$ cat src/rtl/brr_pkg.sv
// Package brr_pkg
// Purpose : shared opcode encoding for the early branch resolver.
// Assumes : opcodes arrive already decoded to this 3-bit code.
package brr_pkg;

    localparam int OP_W = 3;

    typedef enum logic [OP_W-1:0] {
        BR_NONE = 3'd0,
        BR_EQ   = 3'd1,
        BR_NE   = 3'd2,
        BR_LTZ  = 3'd3,
        BR_LEZ  = 3'd4,
        BR_GTZ  = 3'd5,
        BR_GEZ  = 3'd6,
        BR_RSVD = 3'd7
    } br_op_e;

endpackage

$ cat src/rtl/brr_eq_cmp.sv
// Module brr_eq_cmp
// Purpose : adder-free equality detect. Each operand bit pair is XORed,
//           each lane is OR-reduced, and the lane results are then OR-reduced.
// Assumes : purely combinational; LANE_W is at least 1.
module brr_eq_cmp #(
    parameter int XLEN   = 32,
    parameter int LANE_W = 8
) (
    input  logic [XLEN-1:0] a,
    input  logic [XLEN-1:0] b,
    output logic            equal
);
    localparam int LANES = (XLEN + LANE_W - 1) / LANE_W;
    localparam int PAD_W = LANES * LANE_W;

    logic [PAD_W-1:0] diff_pad;
    logic [LANES-1:0] lane_any;

    // Bitwise difference, zero padded up to a whole number of lanes.
    always_comb begin
        diff_pad             = '0;
        diff_pad[XLEN-1:0]   = a ^ b;
    end

    // One OR-reduce per lane keeps each gate shallow.
    for (genvar g = 0; g < LANES; g++) begin : g_lane
        assign lane_any[g] = |diff_pad[g*LANE_W +: LANE_W];
    end

    // The operands are equal when no lane holds a differing bit.
    assign equal = ~|lane_any;

endmodule

$ cat src/rtl/brr_zero_cond.sv
// Module brr_zero_cond
// Purpose : evaluates the four compare-with-zero conditions using only the
//           sign bit and a zero detect of the first operand.
// Assumes : operand is two's complement; non-zero-compare opcodes give 0.
module brr_zero_cond
    import brr_pkg::*;
#(
    parameter int XLEN = 32
) (
    input  logic [XLEN-1:0] a,
    input  br_op_e          op,
    output logic            hit
);
    logic neg;
    logic zero;

    assign neg  = a[XLEN-1];
    assign zero = ~|a;

    // Pick the condition for the opcode from sign and zero flags.
    always_comb begin
        unique case (op)
            BR_LTZ:  hit = neg;
            BR_LEZ:  hit = neg | zero;
            BR_GTZ:  hit = ~neg & ~zero;
            BR_GEZ:  hit = ~neg;
            default: hit = 1'b0;
        endcase
    end

endmodule

$ cat src/rtl/brr_target.sv
// Module brr_target
// Purpose : forms the branch target as the next sequential address plus
//           the word offset scaled to bytes.
// Assumes : offset is already sign-extended to XLEN; wraparound is modulo 2^XLEN.
module brr_target #(
    parameter int XLEN    = 32,
    parameter int PC_STEP = 4,
    parameter int SHIFT   = 2
) (
    input  logic [XLEN-1:0] pc,
    input  logic [XLEN-1:0] offset,
    output logic [XLEN-1:0] target
);
    localparam logic [XLEN-1:0] STEP = XLEN'(PC_STEP);

    logic [XLEN-1:0] seq_pc;
    logic [XLEN-1:0] byte_off;

    // Sequential address and scaled offset, then a single add.
    always_comb begin
        seq_pc   = pc + STEP;
        byte_off = offset << SHIFT;
        target   = seq_pc + byte_off;
    end

endmodule

$ cat src/rtl/brr_slt.sv
// Module brr_slt
// Purpose : set-less-than for the ALU stage, signed or unsigned. The signed
//           result comes from the difference sign corrected by the overflow.
// Assumes : combinational; the result is registered by the parent.
module brr_slt #(
    parameter int XLEN = 32
) (
    input  logic [XLEN-1:0] a,
    input  logic [XLEN-1:0] b,
    input  logic            uns,
    output logic            less
);
    logic [XLEN:0]   diff;
    logic [XLEN-1:0] res;
    logic            borrow;
    logic            ovf;
    logic            lt_s;

    // Widened subtract: the top bit is the unsigned borrow.
    always_comb begin
        diff   = {1'b0, a} - {1'b0, b};
        res    = diff[XLEN-1:0];
        borrow = diff[XLEN];
        ovf    = (a[XLEN-1] ^ b[XLEN-1]) & (res[XLEN-1] ^ a[XLEN-1]);
        lt_s   = res[XLEN-1] ^ ovf;
        less   = uns ? borrow : lt_s;
    end

endmodule

$ cat src/rtl/branch_resolver.sv
// Module branch_resolver
// Purpose : decode-stage branch resolver. Decides equal/not-equal and
//           compare-with-zero conditions, forms the target, strobes redirect,
//           and registers a set-less-than result for the ALU stage.
// Assumes : operands come straight from the register file read; in_valid
//           qualifies br_op; synchronous active-low reset.
module branch_resolver
    import brr_pkg::*;
#(
    parameter int XLEN    = 32,
    parameter int LANE_W  = 8,
    parameter int PC_STEP = 4,
    parameter int SHIFT   = 2
) (
    input  logic            clk,
    input  logic            rst_n,
    input  logic            in_valid,
    input  logic [2:0]      br_op,
    input  logic [XLEN-1:0] opa,
    input  logic [XLEN-1:0] opb,
    input  logic [XLEN-1:0] pc,
    input  logic [XLEN-1:0] offset,
    input  logic            slt_unsigned,
    output logic            br_taken,
    output logic [XLEN-1:0] br_target,
    output logic            redirect,
    output logic [XLEN-1:0] slt_out
);
    br_op_e          op;
    logic            ops_equal;
    logic            zero_hit;
    logic            cond;
    logic [XLEN-1:0] target_d;
    logic            less;

    assign op = br_op_e'(br_op);

    brr_eq_cmp #(.XLEN(XLEN), .LANE_W(LANE_W)) u_eq (
        .a     (opa),
        .b     (opb),
        .equal (ops_equal)
    );

    brr_zero_cond #(.XLEN(XLEN)) u_zc (
        .a   (opa),
        .op  (op),
        .hit (zero_hit)
    );

    brr_target #(.XLEN(XLEN), .PC_STEP(PC_STEP), .SHIFT(SHIFT)) u_tgt (
        .pc     (pc),
        .offset (offset),
        .target (target_d)
    );

    brr_slt #(.XLEN(XLEN)) u_slt (
        .a    (opa),
        .b    (opb),
        .uns  (slt_unsigned),
        .less (less)
    );

    // Merge the two-register and compare-with-zero decisions by opcode.
    always_comb begin
        unique case (op)
            BR_EQ:   cond = ops_equal;
            BR_NE:   cond = ~ops_equal;
            BR_LTZ, BR_LEZ, BR_GTZ, BR_GEZ: cond = zero_hit;
            default: cond = 1'b0;
        endcase
    end

    // Hold the outcome and target of the last qualified opcode.
    always_ff @(posedge clk) begin
        if (!rst_n) begin
            br_taken  <= 1'b0;
            br_target <= '0;
        end else if (in_valid) begin
            br_taken  <= cond;
            br_target <= target_d;
        end
    end

    // Strobe redirect for one cycle per valid taken branch.
    always_ff @(posedge clk) begin
        if (!rst_n) redirect <= 1'b0;
        else        redirect <= in_valid & cond;
    end

    // Register the set-less-than result into the ALU stage.
    always_ff @(posedge clk) begin
        if (!rst_n) slt_out <= '0;
        else        slt_out <= {{(XLEN-1){1'b0}}, less};
    end

endmodule

$ cat config.mk
export PLATFORM = sky130hd
export DESIGN_NAME = branch_resolver
export DESIGN_NICKNAME = d
export VERILOG_FILES = /design/src/rtl/brr_pkg.sv /design/src/rtl/brr_eq_cmp.sv /design/src/rtl/brr_zero_cond.sv /design/src/rtl/brr_target.sv /design/src/rtl/brr_slt.sv /design/src/rtl/branch_resolver.sv
export SDC_FILE = /design/constraint.sdc
export NUM_CORES = 1
export LEC_CHECK = 0
export BUFFER_PORTS_ARGS = -buffer_cell sky130_fd_sc_hd__buf_2
export CAP_MARGIN = 20
export CORE_ASPECT_RATIO = 1.5
export CORE_MARGIN = 2
export CORE_UTILIZATION = 50
export CTS_BUF_LIST = sky130_fd_sc_hd__clkbuf_8
export CTS_CLUSTER_SIZE = 10
export DETAILED_ROUTE_END_ITERATION = 8
export GPL_TIMING_DRIVEN = 0
export PLACE_DENSITY = 0.84
export SLEW_MARGIN = 20
export SYNTH_ARGS = -nofsm -noshare
export SYNTH_HDL_FRONTEND = slang
export SYNTH_SLANG_ARGS = --single-unit
$ cat constraint.sdc
create_clock -name clk -period 3.43 [get_ports clk]
set_clock_uncertainty 0.1 [all_clocks]
set_input_delay 0.343 -clock clk [delete_from_list [all_inputs] [get_ports clk]]
set_output_delay 0.343 -clock clk [all_outputs]
set_load 0.01 [all_outputs]
==> results of run 1 <==
synthesized netlist by cell type (6+ instances only):
library cell  instances  share of area
a211oi_1              6          0.010
a21o_1               20          0.033
a21oi_1              38          0.042
buf_4                36          0.060
clkbuf_1              9         0.0075
dfxtp_1              35           0.16
ha_1                 89           0.25
inv_1                44          0.037
mux2i_1              20          0.045
nand2_1              34          0.028
nand3_1              24          0.027
nand4_1               8          0.011
nor2_1               15          0.013
nor2b_1              26          0.036
nor4_1               12          0.017
o21ai_0              22          0.025
xnor2_1              15          0.029
xor2_1                9          0.018
final cells by class:
class	count	area, um^2	share of cell area
Inverter	44	165	0.0291
Multi-Input combinational cell	449	3410	0.601
Timing Repair Buffer	166	831	0.146
Tap cell	110	138	0.0243
Clock buffer	7	96.3	0.0170
Sequential cell	35	701	0.124
Buffer	50	328	0.0578
Clock inverter	1	3.75	0.000662
per-layer routing:
| layer | vias up | share of wire |
|---|---|---|
| met2 | 213 | 0.53 |
| met5 | - | 0 |
| met3 | 39 | 0.070 |
| met4 | 0 | 0.036 |
| met1 | 2117 | 0.37 |
| li1 | 2341 | - |
power by group:
| part | leakage (nW) | total [mW] | switching (mW) | internal, mW |
|---|---|---|---|---|
| logic | 2.79 | 0.871 | 0.476 | 0.395 |
| clock network | 0.0557 | 0.344 | 0.163 | 0.181 |
| registers | 0.289 | 0.484 | 0.0269 | 0.457 |
per-stage QoR:
step | worst slack [ns] | total power [mW] | hold WS (ns)
after floorplan | 0.520 | 1.08 | 0.390
after global placement | 0.0949 | 1.32 | 0.360
after detailed placement | 0.0970 | 1.35 | 0.368
after CTS | 0.373 | 1.70 | 0.215
after global routing | 0.203 | 1.82 | 0.241
final | 0.329 | 1.70 | 0.221
logic make-up (layout without fill, tap and decap cells):
family,count (synthesis),count (layout),share of synthesized area
AND/OR/NAND/NOR,145,145,0.172
other,1,31,0.000835
adder cells (fa/ha/maj),91,91,0.257
flip-flops,35,35,0.156
buffers and inverters,94,268,0.110
multiplexers,21,21,0.0471
AO/OA/AOI/OAI,137,137,0.210
XOR/XNOR,24,24,0.0468
sequential cells by signal, indices dropped and copies added, names as in the netlist:
name and cells:
br_target 32, redirect 1, slt_out 1, br_taken 1
path summary, 6_finish.rpt:
kind                               startpoint             to  cells after the start
worst min register to register   br_target[2]   br_target[2]                      1
worst min-delay path                    pc[1]   br_target[1]                      3
worst max register to register  br_target[27]  br_target[27]                      2
worst max-delay path                offset[1]  br_target[31]                     12
critical path: stages:
cell and delay, ns:
buf_2 0.10, ha_1 0.28, ha_1 0.23, fa_1 0.43, a211oi_1 0.32, o21ai_1 0.16
o21ai_0 0.20, o21ai_2 0.18, a31oi_2 0.32, nor4_1 0.11, or4b_1 0.47, nand3_1 0.09
==> results.json, run 1 <==
{
  "status": "completed",
  "root_buffer": "clkbuf_8",
  "ios": 201,
  "die_h_um": 120,
  "grtUsageMet3": 0.0466,
  "ys_warn_count": 0,
  "hp-class": "in -> reg",
  "core_um2": 8780,
  "hpwl_um": 10400,
  "final_common_cell": "buf_2",
  "drc": 0,
  "die_w_um": 81.4,
  "die_area_um2": 9770,
  "finalCriticalPeriod_ns": 3.10,
  "vias_per_cell": 5.46,
  "path_class": "in -> reg",
  "synth-seq-area-share": 0.156,
  "synth-seq-cells": 35,
  "timing.final.crit_share": 0.904,
  "powerDensity_nw_per_um2": 300,
  "antenna_left": 0,
  "hold_buffers": 0,
  "hold_violations": 0,
  "drv_slew": 0,
  "clock_path_buffers": 2,
  "port_buffers": 166,
  "leakagePower_nw": 3.13,
  "num_antenna_cells": 0,
  "drv_cap": 0,
  "slew_headroom": 0.482,
  "rsz0062_at_grt": "no",
  "worstSkewPairLatency_ns": 0.29,
  "final_cell_mix": "170 x buf_2, 89 x ha_1, 45 x inv_1, 38 x a21oi_1, 36 x buf_4",
  "fin_setup_tns_ns": 0,
  "final-instance-count-excl-fill": 862,
  "busiest_layer": "met2",
  "grt_pass1_vias": 4686,
  "drt_iter0_drc": 221,
  "gr-usage-met1": 0.263,
  "synth_cell_types": 60,
  "critPathCaptureType": "flip-flop",
  "area_growth_pct": 26.3,
  "synth_edf_count": 0,
  "reg2reg_slack_ns": 2.58,
  "drive_above_1_share": 0.295,
  "ys.flop_type": "dfxtp_1",
  "wire_per_inst_um": 14.4,
  "worstMarginPinSlew_ns": 0.778,
  "avgSynthCellArea_um2": 8.19,
  "start_util": 0.512,
  "grt_max_degree": 11,
  "drt_wl_total_um": 12400,
  "cts_resized": 0,
  "arrival_ns": 3.24,
  "drt-pass1-iter-count": 4,
  "cts_tree": "done",
  "clock-sinks": 35,
  "placedInstanceArea_um2": 5570,
  "fill_cells": 754,
  "crit_required_ns": 3.57,
  "setup_viol": 0,
  "nNetsFinal": 977,
  "utilization": 0.646,
  "ys_async_sr_fraction": 0,
  "core.rowCount": 42,
  "grt_usage": 0.253,
  "max_freq_mhz": 322,
  "cts-buffers-inserted": 5,
  "critPathMaxFanout": 3,
  "post-cts-setup-buffers": 0,
  "dp_cells": 854,
  "cp-start-kind": "input port",
  "synth_area_um2": 4490,
  "fin_area_um2": 5670,
  "synthCells": 548,
  "grt_first_pass_wirelength_um": 20100,
  "cts.clk_slew.worst_paths_ns": 0.08,
  "vias": 4710,
  "place_congestion": 0.921,
  "grt_antenna_before_repair": 0,
  "grtUsageMet2": 0.469,
  "htree_num_levels": 2,
  "peakVddDrop_uv": 219,
  "grt.overflow.total": 0
}
No activity file was read; power rests on OpenSTA's default activity.
==> inputs of run 2 (changes only) <==
--- a/config.mk
+++ b/config.mk
@@ -14,7 +14,7 @@
 export CTS_CLUSTER_SIZE = 10
 export DETAILED_ROUTE_END_ITERATION = 8
 export GPL_TIMING_DRIVEN = 0
-export PLACE_DENSITY = 0.84
+export PLACE_DENSITY = 0.81
 export SLEW_MARGIN = 20
 export SYNTH_ARGS = -nofsm -noshare
 export SYNTH_HDL_FRONTEND = slang
==> run 2 against run 1 <==
Net effect: total power increased by 5.4%; die area unchanged; combinational power decreased by 1%; hold slack improved by 0.0050 ns; clock power increased by 29%; setup slack improved by 0.062 ns; first-iteration DRC count decreased by 20%; non-clock buffer count unchanged; design area increased by 0.57%; critical endpoint unchanged; highest routed layer unchanged.
==> results.json, run 2 (synthesis gave the netlist of run 1 again) <==
{
  "status": "completed",
  "drc": 0,
  "cts_tree": "done",
  "critPathCaptureType": "flip-flop",
  "cts.clk_slew.worst_paths_ns": 0.08,
  "grt_max_degree": 12,
  "antenna_left": 0,
  "slew_headroom": 0.491,
  "hold_buffers": 0,
  "worstSkewPairLatency_ns": 0.28,
  "final_common_cell": "buf_2",
  "vias_per_cell": 5.39,
  "placedInstanceArea_um2": 5570,
  "die_area_um2": 9770,
  "clock_path_buffers": 2,
  "ios": 201,
  "dp_slack_ns": 0.134,
  "hp-class": "in -> reg",
  "drt_wl_total_um": 12000,
  "start_util": 0.512,
  "nNetsFinal": 977,
  "vias": 4647,
  "port_buffers": 166,
  "area_growth_pct": 27.0,
  "place_congestion": 0.899,
  "setup_ws_ns": 0.391,
  "arrival_ns": 3.17,
  "wire_per_inst_um": 13.9,
  "core.rowCount": 42,
  "finalCriticalPeriod_ns": 3.04,
  "drv_slew": 0,
  "hpwl_um": 10300,
  "largest_reg_flops": 32,
  "grt_antenna_before_repair": 0,
  "max_freq_mhz": 329,
  "drive_above_1_share": 0.295,
  "utilization": 0.650,
  "grt_usage": 0.244,
  "setup_viol": 0,
  "num_antenna_cells": 0,
  "cts_resized": 0,
  "htree_num_levels": 2,
  "root_buffer": "clkbuf_8",
  "timing.final.crit_share": 0.886,
  "crit_required_ns": 3.56,
  "drt-pass1-iter-count": 4,
  "fill_cells": 796,
  "drv_cap": 0,
  "fin_area_um2": 5700,
  "fin_setup_tns_ns": 0,
  "final_cell_mix": "170 x buf_2, 89 x ha_1, 45 x inv_1, 38 x a21oi_1, 36 x buf_4",
  "core_um2": 8780,
  "post-cts-setup-buffers": 0,
  "drt_iter0_drc": 176,
  "critPathMaxFanout": 3,
  "cts-buffers-inserted": 5,
  "hold_violations": 0,
  "rsz0062_at_grt": "no",
  "powerDensity_nw_per_um2": 314,
  "regMostFlops": "br_target",
  "clock-sinks": 35,
  "worstMarginPinSlew_ns": 0.763,
  "peakVddDrop_uv": 212,
  "cp-start-kind": "input port",
  "grt_pass1_vias": 4594,
  "die_h_um": 120,
  "die_w_um": 81.4,
  "leakagePower_nw": 3.15,
  "grt.overflow.total": 0,
  "path_class": "in -> reg",
  "grt_first_pass_wirelength_um": 19500
}
==> run 2: changes by cell type in the layout (fill, tap and decap cells not counted), sizes merged <==
cell	change
bufinv	+2
clkbuf	-2
==> run 2: stage by stage <==
step,cells,hold WS [ns],total power [mW]
after global placement,854,0.358,1.32
after CTS,862,0.221,1.80
after global routing,862,0.215,1.93
after detailed placement,854,0.361,1.35
final,862,0.226,1.79
after floorplan,578,0.390,1.08
==> run 2: worst max-delay path, cell delays in order <==
cell	delay (ns)
buf_2	0.10
ha_1	0.28
ha_1	0.22
fa_1	0.42
a211oi_1	0.30
o21ai_1	0.17
o21ai_0	0.20
o21ai_2	0.16
a31oi_2	0.29
nor4_1	0.12
or4b_1	0.47
nand3_1	0.09
==> run 2: path summary, 6_finish.rpt <==
path,slack (ns),end,cells past startpoint,startpoint
setup / recovery,0.39,br_target[31],12,offset[1]
hold / removal,0.23,br_target[0],3,pc[0]
setup reg to reg,2.59,br_target[27],2,br_target[27]
hold reg to reg,0.38,br_target[5],1,br_target[5]
==> run 2: power breakdown <==
part | total (mW) | internal [mW] | switching, mW | leakage [nW]
Combinational | 0.860 | 0.393 | 0.467 | 2.79
Clock | 0.444 | 0.288 | 0.156 | 0.0695
Sequential | 0.487 | 0.457 | 0.0294 | 0.289
Total | 1.79 | 1.14 | 0.653 | 3.15
==> run 2: layout make-up <==
| type | count | area, um^2 | share of cell area |
|---|---|---|---|
| multi-input cells | 449 | 3410 | 0.598 |
| clock buffers | 5 | 68.8 | 0.0121 |
| inverters | 44 | 165 | 0.0290 |
| repair buffers | 166 | 831 | 0.146 |
| flip-flops and latches | 35 | 701 | 0.123 |
| well taps | 110 | 138 | 0.0241 |
| clock inverters | 3 | 63.8 | 0.0112 |
| plain buffers | 50 | 328 | 0.0575 |
==> run 2: routing by layer <==
metal | GRT usage | share of wire | vias up
met5 | 0 | 0 | -
met4 | 0.0678 | 0.026 | 0
met3 | 0.0481 | 0.070 | 35
met2 | 0.467 | 0.53 | 181
met1 | 0.260 | 0.37 | 2095
li1 | - | - | 2336
